<file path="config.mk">
export PLATFORM = sky130hd
export DESIGN_NAME = iot_dev_ctrl
export DESIGN_NICKNAME = d
export VERILOG_FILES = /design/src/rtl/iot_pkg.sv /design/src/rtl/iot_sel_decode.sv /design/src/rtl/iot_flag_unit.sv /design/src/rtl/iot_data_port.sv /design/src/rtl/iot_dev_ctrl.sv
export SDC_FILE = /design/constraint.sdc
export NUM_CORES = 1
export LEC_CHECK = 0
export CAP_MARGIN = 10
export CORE_MARGIN = 2
export CORE_UTILIZATION = 35
export CTS_CLUSTER_DIAMETER = 60
export DETAILED_ROUTE_END_ITERATION = 6
export GPL_TIMING_DRIVEN = 0
export PLACE_DENSITY = 0.72
export SYNTH_ARGS = -nofsm -noshare
export SYNTH_HDL_FRONTEND = slang
export SYNTH_SLANG_ARGS = --single-unit
</file>
<file path="constraint.sdc">
create_clock -name clk -period 1.5 [get_ports clk]
set_input_delay 0.375 -clock clk [delete_from_list [all_inputs] [get_ports clk]]
set_output_delay 0.375 -clock clk [all_outputs]
set_load 0.05 [all_outputs]
</file>
<file path="src/rtl/iot_pkg.sv">
package iot_pkg;
  // Local commands formed from select match and pulse lines
  typedef struct packed {
    logic test;   // pulse 1
    logic clear;  // pulse 2
    logic load;   // pulse 4
  } iot_cmd_t;
endpackage

</file>
<file path="src/rtl/iot_sel_decode.sv">
module iot_sel_decode
  import iot_pkg::*;
#(
  parameter int SEL_W = 6,
  parameter logic [SEL_W-1:0] DEV_CODE = 6'h2B
) (
  input  logic [SEL_W-1:0] sel,
  input  logic             p1,
  input  logic             p2,
  input  logic             p4,
  output iot_cmd_t         cmd
);
  logic hit;

  assign hit       = (sel == DEV_CODE);
  assign cmd.test  = hit & p1;
  assign cmd.clear = hit & p2;
  assign cmd.load  = hit & p4;
endmodule

</file>
<file path="src/rtl/iot_flag_unit.sv">
module iot_flag_unit
  import iot_pkg::*;
(
  input  logic     clk,
  input  logic     rst,
  input  iot_cmd_t cmd,
  input  logic     set_i,
  output logic     flag_q,
  output logic     skip_q
);
  always_ff @(posedge clk) begin
    if (rst) begin
      flag_q <= 1'b0;
      skip_q <= 1'b0;
    end else begin
      skip_q <= cmd.test & flag_q;
      if (set_i)
        flag_q <= 1'b1;
      else if (cmd.clear)
        flag_q <= 1'b0;
    end
  end
endmodule

</file>
<file path="src/rtl/iot_data_port.sv">
module iot_data_port #(
  parameter int DATA_W  = 12,
  parameter bit READ_EN = 1'b1
) (
  input  logic              clk,
  input  logic              rst,
  input  logic              load,
  input  logic [DATA_W-1:0] dout,
  output logic [DATA_W-1:0] reg_q,
  output logic [DATA_W-1:0] din_q
);
  logic [DATA_W-1:0] din_next;

  // Per-bit AND gating of the read path; unselected gives zeros
  for (genvar i = 0; i < DATA_W; i++) begin : g_rd
    if (READ_EN) begin : g_on
      assign din_next[i] = load & reg_q[i];
    end else begin : g_off
      assign din_next[i] = 1'b0;
    end
  end

  always_ff @(posedge clk) begin
    if (rst) begin
      reg_q <= '0;
      din_q <= '0;
    end else begin
      din_q <= din_next;
      if (load)
        reg_q <= dout;
    end
  end
endmodule

</file>
<file path="src/rtl/iot_dev_ctrl.sv">
module iot_dev_ctrl
  import iot_pkg::*;
#(
  parameter int SEL_W  = 6,
  parameter int DATA_W = 12,
  parameter logic [SEL_W-1:0] DEV_CODE = 6'h2B,
  parameter bit READ_EN = 1'b1
) (
  input  logic              clk,
  input  logic              rst,
  input  logic [SEL_W-1:0]  io_sel,
  input  logic              io_p1,
  input  logic              io_p2,
  input  logic              io_p4,
  input  logic [DATA_W-1:0] io_dout,
  input  logic              dev_done,
  input  logic              irq_in,
  output logic [DATA_W-1:0] io_din,
  output logic              io_skip,
  output logic              irq_out,
  output logic [DATA_W-1:0] dev_reg
);
  iot_cmd_t cmd;
  logic     flag_q;

  iot_sel_decode #(.SEL_W(SEL_W), .DEV_CODE(DEV_CODE)) u_dec (
    .sel(io_sel), .p1(io_p1), .p2(io_p2), .p4(io_p4), .cmd(cmd)
  );

  iot_flag_unit u_flag (
    .clk(clk), .rst(rst), .cmd(cmd), .set_i(dev_done),
    .flag_q(flag_q), .skip_q(io_skip)
  );

  iot_data_port #(.DATA_W(DATA_W), .READ_EN(READ_EN)) u_data (
    .clk(clk), .rst(rst), .load(cmd.load), .dout(io_dout),
    .reg_q(dev_reg), .din_q(io_din)
  );

  // Contribution to the shared request line
  assign irq_out = flag_q | irq_in;
endmodule

</file>
==> flow_metrics.tcl, run 1 <==
set metrics [dict create \
    worstHoldStart "u_flag.flag_q$_SDFFE_PP0P_" \
    drc 0 \
    drive_above_1_share 0.243 \
    ys_ff_latch 26 \
    p_seq_frac 0.595 \
    rows 19 \
    tightest_slew_ns 0.363 \
    syn_inst 90 \
    grt.met3_usage 0.0227 \
    rsz0062_at_grt "false" \
    critical_path_cell_count 1 \
    clk_pin_slew_ns 0.13 \
    cap_violations 0 \
    cts-buffers-inserted 3 \
    swShare 0.209 \
    grt_max_degree 15 \
    final.min_clock_period_ns 1.45 \
    hold_ws_ns 0.483 \
    cp_max_fo 3 \
    dieHeight_um 57.3 \
    startpoint "u_data.reg_q[1]$_SDFFE_PP0P_" \
    p_leak_nw 0.584 \
    pre_cts_ws_ns -0.587 \
    avgSynthCellArea_um2 11.0 \
    n_antenna_cell 0 \
    wire_per_inst_um 12.0 \
    start_util 0.363 \
    antenna_found_initial 0 \
    cp.arrival_ns 1.07 \
    status "finished clean" \
    cp_data_required_time_ns 1.12 \
    met1_usage 0.153 \
    fmax_mhz 691 \
    final-max-slew-violation-count 0 \
    syn_area_um2 993 \
    dieArea_um2 3280 \
    busiest_layer "met2" \
    core-area_um2 2730 \
    met2_usage 0.227 \
    area_growth_pct 60.5 \
    worstPathCellList "clkdlybuf4s15_2" \
    grt_pass1_vias 777 \
    routed_wl_mm 2.10 \
    synth_cell_types 17 \
    syn_nets 115 \
    drt_first_pass_iters 4 \
    combPwrFrac 0.111 \
    skew_ns 0.00139 \
    hold_depth 2 \
    grt-ovfl-total 0 \
    insertion_delay_ns 0.31 \
    cpMaxStageDelayCell "dfxtp_1" \
    ctsHoldBuffers 0 \
    clock_path_buffers 2 \
    cts.sinks 26 \
    crit_path_start_kind "register" \
    cts_tree "built" \
    setup_ws_ns 0.0536 \
    fin_nets 170 \
    die_w_um 57.3 \
    cp-end-kind "output port" \
    cts_setup_buffers 0 \
    fin_crit_sh 0.964 \
    p_switching_w 0.000245 \
    grt_pass1_wl_mm 3.31 \
    dr_total_vias 802 \
    yosysWarnings 0 \
    ir_drop_uv 559 \
    vias_per_cell 4.58 \
    hpwl_mm 1.61 \
    ys_seq_area_frac 0.524 \
    p_clk_frac 0.294 \
    numPortBuffers 50 \
    setup_viol 0 \
    internal_power_w 0.000925 \
    drt-initial-drc-count 12 \
    num-fill-cells 246 \
    final_hold_viol_count 0 \
    min_path_type "register to register" \
    cts_root_buf "clkbuf_4" \
    critPathKind "register to output port" \
    cpPeakStageDelay_ns 0.38 \
    cellPowerDensity_nw_per_um2 734 \
    worstReg2RegStart "u_flag.flag_q$_SDFFE_PP0P_" \
    io-pin-count 51 \
    slew_headroom 0.758 \
    ant_nets 0 \
    worst-path-buf-inv 1 \
    critPathTopFamily "flip-flops" \
    reg2regPathDepth 2 \
    htreeDepth 1 \
    grt_usage 0.131 \
    gp_congestion 0.696 \
]
-- routing by layer --
| layer | vias up | wire, um | part of all wire |
|---|---|---|---|
| met1 | 369 | 891 | 0.42 |
| met5 | - | 0 | 0 |
| met2 | 31 | 1040 | 0.50 |
| met4 | 0 | 23 | 0.011 |
| li1 | 400 | - | - |
| met3 | 2 | 140 | 0.067 |
-- kinds of logic after synthesis --
logic type             share of synthesized area
multiplexers                               0.121
AND/OR/NAND/NOR                            0.315
AO/OA/AOI/OAI                             0.0101
buffers and inverters                     0.0302
flip-flops                                 0.524
-- area by class of cell --
type,count,area [um2],share of cell area
Buffer,4,30.0,0.0188
Inverter,1,3.75,0.00235
Timing Repair Buffer,50,522,0.327
Clock buffer,4,36.3,0.0228
Sequential cell,26,520,0.327
Tap cell,31,38.8,0.0243
Multi-Input combinational cell,59,443,0.278
-- path summary, 6_finish.rpt --
check | slack [ns] | endpoint
worst max register to register | 0.82 | u_flag.skip_q$_SDFF_PP0_
worst min register to register | 0.48 | u_flag.skip_q$_SDFF_PP0_
worst min-delay path | 0.48 | u_flag.skip_q$_SDFF_PP0_
worst max-delay path | 0.05 | dev_reg[1]
-- worst reg2reg max path: stages (launching register included) --
cell	delay, ns
dfxtp_1	0.37
nand2_1	0.07
nor4_1	0.16
-- cells in the final DEF (no fill, tap or decap) --
master,n
clkdlybuf4s15_2,22
dfxtp_1,26
o21ai_1,1
nand2_1,2
buf_6,3
nand2b_1,24
nor4_1,1
a21oi_1,1
clkdlybuf4s18_2,1
and2_1,12
or2_1,1
nor2_2,1
buf_2,2
dlymetal6s2s_1,1
mux2i_1,12
clkbuf_1,2
clkbuf_8,1
clkbuf_4,3
inv_1,1
nand3_1,2
nor4b_4,1
nand4bb_4,1
clkdlybuf4s50_1,23
-- through the flow --
stage	total power (W)	TNS [ns]	cell area [um2]	util	cells
floorplan	0.000759	0	993	-	90
global placement	0.000840	-6.62	1530	0.561	171
detailed placement	0.000841	-7.36	1530	0.561	171
CTS	0.00119	-0.0278	1600	0.586	175
global route	0.00122	0	1590	0.583	175
finish	0.00117	0	1590	0.583	175
-- power by group through the flow --
stage	Combinational (W)	Clock [W]	Sequential [W]
3_5_place_dp	0.000130	0	0.000711
2_1_floorplan	0.0000432	0	0.000715
5_1_grt	0.000137	0.000384	0.000697
4_1_cts	0.000131	0.000361	0.000696
3_3_place_gp	0.000128	0	0.000711
6_report	0.000129	0.000345	0.000696
-- Yosys cell counts --
library cell / instances / share of area
nor4b_4: 1 / 0.024
nor2_2: 1 / 0.0063
nand2_1: 2 / 0.0076
nand3_1: 2 / 0.010
mux2i_1: 12 / 0.12
buf_4: 1 / 0.0076
a21oi_1: 1 / 0.0050
clkbuf_1: 2 / 0.0076
nand4bb_4: 1 / 0.028
dfxtp_1: 26 / 0.52
or2_1: 1 / 0.0063
buf_6: 1 / 0.011
o21ai_1: 1 / 0.0050
and2_1: 12 / 0.076
nor4_1: 1 / 0.0063
inv_1: 1 / 0.0038
nand2b_1: 24 / 0.15
-- sequential cells by signal, indices dropped and copies added (netlist names) --
name and cells:
u_flag.skip_q 1, u_data.reg_q 12, u_flag.flag_q 1, u_data.din_q 12
-- repair_timing --
item | CTS | global route
endpoints found under the setup margin | 26 | 6
pin swaps | 0 | 1
endpoints found under the hold margin | 0 | 0
resized for setup | 82 | 7
Power figures use the tool's default switching activity.
==> inputs of run 2 (changes only) <==
REMOVE_ABC_BUFFERS = 1   (was unset)
==> run 2 against run 1 <==
The flow now finishes with violations (setup timing). Sequential power about the same. Register-to-register slack about the same. Hold slack got worse by 0.013 ns. Sequential share of layout area increased by 0.26 points. Sequential cell count unchanged. Routed wire length decreased by 3.3%. Clock power increased by 39%. Critical endpoint is now irq_out. Largest power group unchanged. Highest routed layer is now met3.
==> flow_metrics.tcl, run 2 (synthesis results as in run 1) <==
set metrics [dict create \
    drt_first_pass_iters 4 \
    p_leak_nw 0.591 \
    startpoint "irq_in" \
    cellPowerDensity_nw_per_um2 824 \
    reg2regPathDepth 2 \
    grt_pass1_wl_mm 3.33 \
    core-area_um2 2730 \
    worstReg2RegEnd "u_flag.skip_q$_SDFF_PP0_" \
    hpwl_mm 1.51 \
    finalPower_w 0.00130 \
    setup_ws_ns -0.0196 \
    wire_per_inst_um 11.7 \
    final.min_clock_period_ns 1.52 \
    grt_max_degree 28 \
    worstReg2RegStart "u_flag.flag_q$_SDFFE_PP0P_" \
    grt_pass1_vias 790 \
    p_switching_w 0.000258 \
    die_w_um 57.3 \
    clk_pin_slew_ns 0.13 \
    numPortBuffers 50 \
    final_common_cell "dfxtp_1" \
    area_growth_pct 59.2 \
    antenna_found_initial 0 \
    cts.sinks 26 \
    crit_path_start_kind "input pin" \
    rows 19 \
    swShare 0.198 \
    dieHeight_um 57.3 \
    critPathKind "input pin to output port" \
    io-pin-count 51 \
    tightest_slew_ns 0.741 \
    fmax_mhz 658 \
    status "finished, violations left" \
    top_regs "u_data.din_q: 12 flops, u_data.reg_q: 12 flops" \
    routed_wl_mm 2.03 \
    p_seq_frac 0.534 \
    final-max-slew-violation-count 0 \
    insertion_delay_ns 0.32 \
    fin_tns_setup_ns -0.0196 \
    cap_violations 0 \
    fin_nets 168 \
    layout_common_cells "dfxtp_1 (26), nand2b_1 (24), clkdlybuf4s50_1 (23)" \
    htreeDepth 1 \
    skew_ns 0.00946 \
    start_util 0.363 \
    drc 0 \
    violations "setup timing" \
    cts_tree "built" \
    cts-buffers-inserted 3 \
    ir_drop_uv 796 \
    dieArea_um2 3280 \
    p_clk_frac 0.369 \
    cp_data_required_time_ns 1.12 \
    combPwrFrac 0.097 \
    vias_per_cell 4.58 \
    final_hold_viol_count 0 \
    fin_crit_sh 1.01 \
    cp_max_fo 1 \
    internal_power_w 0.00105 \
    drive_above_1_share 0.246 \
    cts_root_buf "clkbuf_4" \
    slew_headroom 0.506 \
    drt-initial-drc-count 9 \
    r2r_setup_slack_ns 0.83 \
    dr_total_vias 793 \
    gp_congestion 0.653 \
    min_path_type "register to register" \
    endpoint "irq_out" \
    grt-ovfl-total 0 \
    n_antenna_cell 0 \
    ant_nets 0 \
    setup_viol 1 \
    rsz0062_at_grt "true" \
    cp.arrival_ns 1.14 \
    clock_path_buffers 2 \
    grt_usage 0.129 \
    cp-end-kind "output port" \
]
## run 2: changes by cell type in the layout (fill, tap and decap cells not counted), sizes merged
cell,change
clkdlybuf4s18,+2
clkbuf,-3
dlygate4sd2,+1
dlymetal6s2s,-1
buf,+4
bufinv,+1
clkdlybuf4s15,-6
## run 2: metrics by stage
step | area [um2] | utilization | setup WS (ns) | hold slack, ns | instances
2_1_floorplan | 967 | - | 0.0566 | 0.422 | 86
3_3_place_gp | 1510 | 0.551 | -0.717 | 0.442 | 167
3_5_place_dp | 1510 | 0.551 | -0.755 | 0.447 | 167
4_1_cts | 1600 | 0.586 | -0.173 | 0.465 | 172
5_1_grt | 1580 | 0.578 | -0.0502 | 0.495 | 173
6_report | 1580 | 0.578 | -0.0196 | 0.470 | 173
## run 2: final cells by class
type	instances	area [um2]
Fill cell	248	1150
Tap cell	31	38.8
Clock inverter	1	30.0
Sequential cell	26	520
Clock buffer	3	22.5
Multi-Input combinational cell	59	448
Timing Repair Buffer	52	518
Inverter	1	3.75
## run 2: what timing repair did
item                       in CTS  in global routing
gates resized for setup        80                 20
hold buffers                    0                  0
setup endpoints to repair      50                 22
pin swaps                       1                  1
setup buffers                   1                  1
## run 2: how the worst min path moves through the flow
| stage | slack [ns] | cells after the start | start | end |
|---|---|---|---|---|
| after global routing | 0.50 | 2 | u_flag.flag_q$_SDFFE_PP0P_ | u_flag.skip_q$_SDFF_PP0_ |
| after global placement | 0.44 | 2 | u_flag.flag_q$_SDFFE_PP0P_ | u_flag.skip_q$_SDFF_PP0_ |
| after floorplan | 0.42 | 2 | u_flag.flag_q$_SDFFE_PP0P_ | u_flag.skip_q$_SDFF_PP0_ |
| after CTS | 0.47 | 2 | u_flag.flag_q$_SDFFE_PP0P_ | u_flag.skip_q$_SDFF_PP0_ |
| after detailed placement | 0.45 | 2 | u_flag.flag_q$_SDFFE_PP0P_ | u_flag.skip_q$_SDFF_PP0_ |
| final | 0.47 | 2 | u_flag.flag_q$_SDFFE_PP0P_ | u_flag.skip_q$_SDFF_PP0_ |
## run 2: power groups by stage
stage | registers (W) | logic [W] | clock network (W)
final | 0.000696 | 0.000127 | 0.000481
after global routing | 0.000697 | 0.000135 | 0.000515
after floorplan | 0.000715 | 0.0000387 | 0
after CTS | 0.000696 | 0.000127 | 0.000499
after detailed placement | 0.000711 | 0.000128 | 0
after global placement | 0.000711 | 0.000124 | 0
## run 2: routing by layer
metal	wire, um	GRT usage
met1	762	0.132
met3	115	0.0408
met4	0	0.00332
met5	0	0
met2	1150	0.266
## run 2: worst max-delay path, cell delays in order
cell and delay, ns:
clkdlybuf4s50_1 0.40, or2_1 0.22, buf_6 0.15
